## src/rtl/wce_pkg.sv

```systemverilog
package wce_pkg;
   typedef enum logic [3:0] {
      OP_GDR2W = 4'h1,
      OP_STEP  = 4'h2,
      OP_GW2DR = 4'h8,
      OP_RDW   = 4'h9,
      OP_WRW   = 4'hA,
      OP_RDDR  = 4'hB,
      OP_WRDR  = 4'hC,
      OP_DR2W  = 4'hD,
      OP_W2DR  = 4'hE
   } wce_op_e;
endpackage

```

## src/rtl/wce_nv_timer.sv

```systemverilog
module wce_nv_timer #(
   parameter int unsigned CYCLES = 1000000
) (
   input  logic clk,
   input  logic rst_n,
   input  logic start,
   output logic busy
);
   localparam int unsigned CW = $clog2(CYCLES + 1);

   generate
      if (CYCLES < 1) begin : g_bad
         $error("wce_nv_timer: CYCLES must be at least 1");
      end
   endgenerate

   logic [CW-1:0] cnt_q;

   always_ff @(posedge clk or negedge rst_n) begin
      if (!rst_n)
         cnt_q <= '0;
      else if (start)
         cnt_q <= CW'(CYCLES);
      else if (cnt_q != '0)
         cnt_q <= cnt_q - 1'b1;
   end

   assign busy = (cnt_q != '0);

   // busy only begins on a store start
   p_busy_start_r5: assert property (@(posedge clk) disable iff (!rst_n)
      $rose(busy) |-> $past(start));
endmodule

```

## src/rtl/wce_channel.sv

```systemverilog
module wce_channel #(
   parameter int unsigned W    = 8,
   parameter int unsigned NREG = 4,
   parameter int unsigned IW   = $clog2(NREG),
   parameter logic [NREG*W-1:0] INIT = '0
) (
   input  logic          clk,
   input  logic          rst_n,
   input  logic          ld_wiper,
   input  logic [W-1:0]  ld_val,
   input  logic          wr_dr,
   input  logic [IW-1:0] dr_idx,
   input  logic [W-1:0]  dr_val,
   input  logic          step_en,
   input  logic          step_up,
   output logic [W-1:0]  wiper,
   output logic [W-1:0]  dr_rd
);
   localparam logic [W-1:0] TOP = {W{1'b1}};

   logic [W-1:0] dr_q [NREG];

   always_ff @(posedge clk or negedge rst_n) begin
      if (!rst_n) begin
         for (int r = 0; r < int'(NREG); r++)
            dr_q[r] <= INIT[r*W +: W];
         wiper <= INIT[W-1:0];
      end else begin
         if (wr_dr)
            dr_q[dr_idx] <= dr_val;
         if (ld_wiper)
            wiper <= ld_val;
         else if (step_en) begin
            if (step_up && wiper != TOP)
               wiper <= wiper + 1'b1;
            else if (!step_up && wiper != '0)
               wiper <= wiper - 1'b1;
         end
      end
   end

   assign dr_rd = dr_q[dr_idx];

   // clamp at both ends
   p_sat_hi_r10: assert property (@(posedge clk) disable iff (!rst_n)
      (step_en && !ld_wiper && step_up && wiper == TOP) |=> wiper == TOP);
   p_sat_lo_r10: assert property (@(posedge clk) disable iff (!rst_n)
      (step_en && !ld_wiper && !step_up && wiper == '0) |=> wiper == '0);
   // single-position move
   p_step_one_r10: assert property (@(posedge clk) disable iff (!rst_n)
      (step_en && !ld_wiper && step_up && wiper != TOP) |=> wiper == $past(wiper) + 1'b1);
endmodule

```

## src/rtl/wiper_cmd_exec.sv

```systemverilog
module wiper_cmd_exec
   import wce_pkg::*;
#(
   parameter int unsigned W         = 8,
   parameter int unsigned NREG      = 4,
   parameter int unsigned NV_CYCLES = 1000000,
   parameter logic [2*NREG*W-1:0] DR_INIT = '0
) (
   input  logic         clk,
   input  logic         rst_n,
   input  logic         cmd_valid,
   input  logic [7:0]   cmd_byte,
   input  logic [W-1:0] cmd_data,
   input  logic         step_valid,
   input  logic         step_up,
   input  logic         wp_n,
   output logic [W-1:0] wiper0,
   output logic [W-1:0] wiper1,
   output logic         busy,
   output logic [W-1:0] rd_data,
   output logic         rd_valid
);
   localparam int unsigned NCH = 2;
   localparam int unsigned IW  = $clog2(NREG);

   generate
      if (IW < 1 || IW > 2 || (1 << IW) != NREG) begin : g_bad_nreg
         $error("wiper_cmd_exec: NREG must be 2 or 4");
      end
      if (W < 1) begin : g_bad_w
         $error("wiper_cmd_exec: W must be positive");
      end
   endgenerate

   logic [3:0]    op;
   logic [IW-1:0] idx;
   logic          sel;
   logic          go, known, dr_ok;
   logic          unused_rsvd;
   logic          step_act_q, step_ch_q;
   logic          nv_start;
   logic [W-1:0]  wip  [NCH];
   logic [W-1:0]  drv  [NCH];
   logic          ldw  [NCH];
   logic [W-1:0]  ldv  [NCH];
   logic          wrd  [NCH];
   logic [W-1:0]  wrv  [NCH];
   logic          sten [NCH];

   assign op          = cmd_byte[7:4];
   assign idx         = cmd_byte[2 +: IW];
   assign sel         = cmd_byte[0];
   assign unused_rsvd = cmd_byte[1];
   assign go          = cmd_valid && !busy;
   assign dr_ok       = wp_n;

   always_comb begin
      case (op)
         OP_GDR2W, OP_STEP, OP_GW2DR, OP_RDW, OP_WRW,
         OP_RDDR, OP_WRDR, OP_DR2W, OP_W2DR: known = 1'b1;
         default:                            known = 1'b0;
      endcase
   end

   generate
      for (genvar c = 0; c < NCH; c++) begin : g_ch
         localparam logic CH = c[0];
         always_comb begin
            ldw[c] = 1'b0;
            ldv[c] = cmd_data;
            wrd[c] = 1'b0;
            wrv[c] = cmd_data;
            if (go) begin
               case (op)
                  OP_WRW:   ldw[c] = (sel == CH);
                  OP_DR2W:  begin ldw[c] = (sel == CH); ldv[c] = drv[c]; end
                  OP_GDR2W: begin ldw[c] = 1'b1;        ldv[c] = drv[c]; end
                  OP_WRDR:  wrd[c] = dr_ok && (sel == CH);
                  OP_W2DR:  begin wrd[c] = dr_ok && (sel == CH); wrv[c] = wip[c]; end
                  OP_GW2DR: begin wrd[c] = dr_ok;               wrv[c] = wip[c]; end
                  default:  ;
               endcase
            end
         end
         assign sten[c] = step_act_q && (step_ch_q == CH) && step_valid && !busy && !go;

         wce_channel #(
            .W(W), .NREG(NREG), .IW(IW),
            .INIT(DR_INIT[c*NREG*W +: NREG*W])
         ) u_ch (
            .clk(clk), .rst_n(rst_n),
            .ld_wiper(ldw[c]), .ld_val(ldv[c]),
            .wr_dr(wrd[c]), .dr_idx(idx), .dr_val(wrv[c]),
            .step_en(sten[c]), .step_up(step_up),
            .wiper(wip[c]), .dr_rd(drv[c])
         );
      end
   endgenerate

   assign nv_start = wrd[0] || wrd[1];

   wce_nv_timer #(.CYCLES(NV_CYCLES)) u_nv (
      .clk(clk), .rst_n(rst_n), .start(nv_start), .busy(busy)
   );

   always_ff @(posedge clk or negedge rst_n) begin
      if (!rst_n) begin
         step_act_q <= 1'b0;
         step_ch_q  <= 1'b0;
         rd_data    <= '0;
         rd_valid   <= 1'b0;
      end else begin
         rd_valid <= 1'b0;
         if (go && known) begin
            step_act_q <= (op == OP_STEP);
            step_ch_q  <= sel;
            if (op == OP_RDW) begin
               rd_data  <= sel ? wip[1] : wip[0];
               rd_valid <= 1'b1;
            end else if (op == OP_RDDR) begin
               rd_data  <= sel ? drv[1] : drv[0];
               rd_valid <= 1'b1;
            end
         end
      end
   end

   assign wiper0 = wip[0];
   assign wiper1 = wip[1];

   // commands during a store are dropped
   p_busy_ignore_r9: assert property (@(posedge clk) disable iff (!rst_n)
      (busy && cmd_valid) |=> ($stable(wiper0) && $stable(wiper1) && !rd_valid));
   // protected stores never start the timer
   p_wp_r8: assert property (@(posedge clk) disable iff (!rst_n)
      (cmd_valid && !busy && !wp_n) |=> !busy);
   // read strobe only follows an accepted command
   p_rd_r4: assert property (@(posedge clk) disable iff (!rst_n)
      rd_valid |-> $past(cmd_valid && !busy));
endmodule

```

## config.mk

```make
export PLATFORM = sky130hd
export DESIGN_NAME = wiper_cmd_exec
export DESIGN_NICKNAME = d
export VERILOG_FILES = /design/src/rtl/wce_pkg.sv /design/src/rtl/wce_nv_timer.sv /design/src/rtl/wce_channel.sv /design/src/rtl/wiper_cmd_exec.sv
export SDC_FILE = /design/constraint.sdc
export NUM_CORES = 1
export LEC_CHECK = 0
export BUFFER_PORTS_ARGS = -buffer_cell sky130_fd_sc_hd__buf_2
export CORE_ASPECT_RATIO = 0.7
export CORE_MARGIN = 5
export CORE_UTILIZATION = 60
export CTS_CLUSTER_SIZE = 30
export DETAILED_ROUTE_END_ITERATION = 7
export PLACE_DENSITY_LB_ADDON = 0.2
export SYNTH_ARGS = -nofsm -noshare
export SYNTH_HDL_FRONTEND = slang
export SYNTH_HIERARCHICAL = 1
export SYNTH_SLANG_ARGS = --single-unit
```

## constraint.sdc

```tcl
create_clock -name clk -period 3.9 [get_ports clk]
set_input_delay 0 -clock clk [delete_from_list [all_inputs] [get_ports clk]]
set_output_delay 0 -clock clk [all_outputs]
set_load 0.05 [all_outputs]
```

**Word-level counts from Yosys, hierarchy flattened**

Memory sizes are Yosys's and may differ from the RTL's.
Cells that the tools add are included.

- Add/sub/neg operators: 5
- Order comparisons: 2
- Equal/unequal tests: 11
- Multiplexer cells: 43
- Bitwise gates (word level): 3
- Reduce and logical (&&, ||, !) cells: 37

Operators by type and width:

| operator | number |
|---|---|
| 2-to-1 mux 8 bit | 25 |
| bitwise mux 32 bit | 2 |
| 2-to-1 mux 20 bit | 2 |
| binary-select mux 8 bit (select 2 bit) | 2 |
| == test 4 bit (second input constant) | 7 |
| nonzero test 20 bit | 1 |
| subtractor 20 x 1 -> 20 bit (second input constant) | 1 |
| logical AND 1 bit | 17 |
| adder 8 x 1 -> 8 bit (second input constant) | 2 |
| demux 8 bit (select 2 bit) | 1 |
| != test 8 bit (second input constant) | 2 |
| nonzero test 8 bit | 2 |
| subtractor 8 x 1 -> 8 bit (second input constant) | 2 |
| case mux 1 bit (2 select lines) | 4 |
| nonzero test 2 bit | 4 |
| OR reduction 2 bit | 4 |
| 2-to-1 mux 1 bit | 7 |
| AND reduction 2 bit | 3 |
| nonzero test 3 bit | 2 |
| == test 4 x 1 -> 1 bit (second input constant) | 1 |
| == test 4 x 2 -> 1 bit (second input constant) | 1 |
| >= comparator 3 bit (second input constant) | 1 |
| zero test 1 bit | 3 |
| less-than comparator 3 x 1 -> 1 bit (second input constant) | 1 |
| 3 further kinds | 4 |

- Bits in registers: 111
- Bits in read-only memories: 16
- Input port bits: 22
- Output and inout bits: 26
- Word-level logic and storage cells: 117
- Memories kept: 1

Memory list:

| name | depth | width | rd ports | clocked after memory_dff | wr ports | RTL line | source |
|---|---|---|---|---|---|---|---|
| (name not given) | 16 | 1 | 1 | 0 | 0 | wiper_cmd_exec.sv:58 | `case (op)` |

**Logic depth before layout (Yosys ltp)**

- Word-level depth: 7
- Depth in mapped cells: 13
- Mapped depth without buffers: 11

**Modules after synthesis**

The synthesis kept the hierarchy.

Modules (own cells, without submodules):

| module | instances | cells an instance | area each (sq um) | seq. area each (sq um) |
|---|---|---|---|---|
| wce_channel | 2 | 157 | 2,112.0 | 1,001.0 |
| wiper_cmd_exec | 1 | 104 | 1,287.5 | 275.3 |
| wce_nv_timer | 1 | 131 | 1,266.2 | 500.5 |

**Least setup slack after synthesis**

OpenSTA, ideal clock, no wires.

- Path kind: reg-to-reg
- Start point: reg u_nv.cnt_q[0]
- End point: reg g_ch[1].u_ch/dr_q[24] (netlist name)
- Setup time: 125 ps
- Data arrival time: 3,292 ps
- Required time: 3,775 ps
- Slack: 484 ps
- Stages on the path, launching flop included: 12
- Path buffers: 1
- Period minus slack after synthesis: 3,416 ps
- Cells stage by stage: dfrtp_1 inv_1 ha_1 or4b_4 nor3_2 buf_4 nand2_1 nor2b_1 nand4b_1 a21oi_1 nor3b_2 mux2_2

RTL lines:

| what | RTL line | source |
|---|---|---|
| start: declaration | wce_nv_timer.sv:17 | `logic [CW-1:0] cnt_q;` |
| start signal: assignment | wce_nv_timer.sv:23 | `cnt_q <= CW'(CYCLES);` |
| start signal: assignment | wce_nv_timer.sv:25 | `cnt_q <= cnt_q - 1'b1;` |
| end signal: indexed assignment | wce_channel.sv:26 | `dr_q[r] <= INIT[r*W +: W];` |
| end signal: indexed assignment | wce_channel.sv:30 | `dr_q[dr_idx] <= dr_val;` |
| end: declaration | wce_channel.sv:21 | `logic [W-1:0] dr_q [NREG];` |

==> key figures <==
Status
  – Status: completed

Yosys
  – Synthesized area per cell: 12.3 µm²
  – Syn_nets: 593
  – Synth Flop Type: dfrtp_1
  – Async set-reset flop share out of synthesis: 1.00
  – Cells after Synth: 549
  – Mapped Area: 6780 µm²
  – EDFF count, synth: 0
  – Syn. warnings: 6
  – Register area share after synthesis: 0.410
  – Unique masters post-synth: 64
  – #FFs+latches synth: 111

Floorplan
  – Die Span Y: 98.9 µm
  – Rows: 32
  – Starting density of the core: 0.613
  – Chip width: 137 µm
  – Core area: 11,100 µm²
  – Num ports: 48
  – Die Area: 13,600 µm²

CTS
  – H-tree lvl count: 3
  – Worst-Skew Late Latency: 360 ps
  – Clk slew on worst S/H paths: 80 ps
  – CTS tree: built
  – Post-CTS Resized: 0
  – Clock Root Buffer: clkbuf_16
  – CTS buffer count: 9
  – Clock sink total: 111
  – CTS Buffer Depth: 2

Cells and area
  – Commonest non-fill, non-tap cell in the layout: dfrtp_1
  – Most frequent cells in the layout: dfrtp_1, mux2_2, buf_2
  – Post-route design area: 7460 µm²
  – Ant diodes: 0
  – Nets: 641
  – Fraction of layout cells with a size suffix above 1: 0.379
  – Area growth syn-to-layout: 10.1%
  – Fillers: 831

STA
  – Worst Tran Pin Value: 984 ps
  – Final worst slack: 482 ps
  – Max_slew headroom: 0.344
  – Final critical-path share of the clock period: 0.877
  – Max-slew violation count: 0
  – Endpoints failing setup: 0
  – Crit path time final: 3420 ps
  – Fmax: 0.293 GHz
  – Setup tns final: 0 ps
  – RSZ-0062 raised after global routing: false
  – Post-route clock skew: 8.68 ps
  – Hold Vio Cnt, Final: 0

Routing
  – DRT Pass-1 Iters: 6
  – Routed WL per cell: 20.5 µm
  – Drc violations: 0
  – DR vias/cell: 6.32
  – Post-route ant nets: 0
  – Vias: 4,770
  – Total Wirelength: 15,500 µm
  – DRT iter0 DRCs: 315

Setup path
  – Worst Setup Start Kind: flip-flop
  – CP required: 4140 ps
  – CP endpoint kind: flip-flop
  – Crit path from: u_nv/cnt_q[0]$_DFFE_PN0P_
  – Largest fanout on the critical path: 5
  – Setup CP Type: reg2reg
  – Worst EP arrival: 3660 ps
  – R2R Path Start: u_nv/cnt_q[0]$_DFFE_PN0P_

Place
  – DP HPWL: 11,100 µm
  – Setup WS pre-CTS: 529 ps
  – Routability Congestion: 0.905
  – DP Area: 7140 µm²
  – IO Port Bufs: 46

Global routing
  – Number of global-route vias before repair: 4,789
  – Initial antenna violation count: 0
  – Largest net degree at the start of global routing: 80
  – Grt total ovfl: 0
  – Total GRT Usage: 0.244
  – First-pass GRT wire length: 25,800 µm

Pwr
  – Sequential power share: 0.496
  – Worst VDD drop: 0.243 mV
  – Power per cell area: 351 nW/µm²
  – Part of the power in combinational logic: 0.145
  – Sw Share: 0.297
  – Clock network fraction of design power: 0.358
  – Psw: 0.778 mW
  – Lkg Pwr: 3.50 nW
  – Design internal power: 1.84 mW

Job
  – Max cap viols: 0

Worst hold path
  – HP Start: cmd_valid
  – Hold WC Path Type: in2reg
-- worst paths after layout --
path	slack, ps	depth (start not counted)	end
worst max-delay path	480	11	g_ch[1].u_ch/dr_q[26]$_DFFE_PN0P_
worst min-delay path	40	3	rd_valid$_DFF_PN0_
worst max register to register	480	11	g_ch[1].u_ch/dr_q[26]$_DFFE_PN0P_
worst min register to register	510	1	g_ch[1].u_ch/dr_q[17]$_DFFE_PN0P_
max in group asynchronous	2530	3	rd_valid$_DFF_PN0_
min in group asynchronous	350	2	g_ch[1].u_ch/dr_q[8]$_DFFE_PN0P_
-- worst max-delay path: stages, from the launching register on --
cell	delay, ps
dfrtp_1	420
inv_1	110
ha_1	150
or4b_4	510
nor3_2	200
nand2_1	110
nor2b_1	230
nand4b_1	200
a21oi_1	410
nor3b_2	410
buf_4	220
mux2_2	340
-- logic make-up after synthesis --
logic type / Yosys count / share of synthesized area
fa+ha+maj: 22 / 0.0428
compound gates: 76 / 0.0738
xor+xnor: 13 / 0.0168
flops: 111 / 0.410
mux: 153 / 0.296
simple gates: 141 / 0.133
buf+inv: 33 / 0.0277
-- power groups by stage --
stage | combinational (mW) | sequential (mW) | clock [mW]
3_3_place_gp | 0.360 | 1.32 | 0
6_report | 0.381 | 1.30 | 0.939
3_5_place_dp | 0.375 | 1.32 | 0
2_1_floorplan | 0.271 | 1.31 | 0
5_1_grt | 0.425 | 1.31 | 1.01
4_1_cts | 0.381 | 1.30 | 0.959
-- per-stage QoR --
step	instances	total power [mW]	utilization	hold slack [ps]
2_1_floorplan	549	1.58	-	-296
5_1_grt	755	2.75	0.675	58.6
3_3_place_gp	737	1.68	0.646	203
6_report	755	2.62	0.675	40.1
4_1_cts	755	2.64	0.675	31.9
3_5_place_dp	737	1.70	0.646	219
-- metal layers --
| metal | vias up | share of wire | global-route usage |
|---|---|---|---|
| met2 | 164 | 0.45 | 0.361 |
| met5 | - | 0 | 0 |
| li1 | 2164 | - | - |
| met1 | 2422 | 0.47 | 0.366 |
| met3 | 20 | 0.071 | 0.0566 |
| met4 | 0 | 0.013 | 0.0544 |
-- cell usage after synthesis, types with 3 or more instances --
cell | number | area share
nand4_1 | 5 | 0.0046
mux2_4 | 8 | 0.018
a2111oi_0 | 4 | 0.0052
nor3_1 | 4 | 0.0030
xnor2_1 | 3 | 0.0039
a22oi_1 | 4 | 0.0044
or3_1 | 3 | 0.0028
o21a_1 | 4 | 0.0044
mux2i_1 | 14 | 0.021
mux4_2 | 23 | 0.076
buf_6 | 4 | 0.0066
xor2_1 | 10 | 0.013
buf_2 | 11 | 0.0081
nand3_1 | 8 | 0.0059
nor4_1 | 10 | 0.0092
nand4b_1 | 4 | 0.0052
a2111oi_1 | 3 | 0.0044
a211o_1 | 3 | 0.0039
clkbuf_1 | 5 | 0.0028
ha_1 | 20 | 0.037
dfrtp_1 | 111 | 0.41
o21ai_0 | 15 | 0.011
nor2_1 | 23 | 0.013
nand2_1 | 26 | 0.014
a21boi_0 | 3 | 0.0033
nor2b_1 | 18 | 0.017
and2_2 | 4 | 0.0044
mux2_2 | 100 | 0.17
nand3b_1 | 8 | 0.0089
inv_1 | 10 | 0.0055
nor4b_1 | 4 | 0.0052
o31ai_1 | 4 | 0.0044
a21oi_1 | 24 | 0.018
mux2_1 | 7 | 0.012
-- flip-flops by register name, indices dropped and copies added, names as in the netlist --
signal	cells
step_ch_q	1
u_nv/cnt_q	20
step_act_q	1
rd_data	8
g_ch.u_ch/dr_q	64
rd_valid	1
g_ch.u_ch/wiper	16
-- repair_timing --
action                     CTS  global route
hold endpoints to repair    79             0
hold buffers                 2             0
buffers inserted             0             0
setup endpoints to repair    0             0
-- cell type report --
class                           instances  area, µm²  area share
Multi-Input combinational cell        405       3810       0.511
Sequential cell                       111       2780       0.372
Timing Repair Buffer                   59        335      0.0449
Clock buffer                            9        225      0.0302
Tap cell                              153        191      0.0256
Clock inverter                          7       81.3      0.0109
Inverter                               11       41.3     0.00553
No activity file was read; power rests on OpenSTA's default activity.
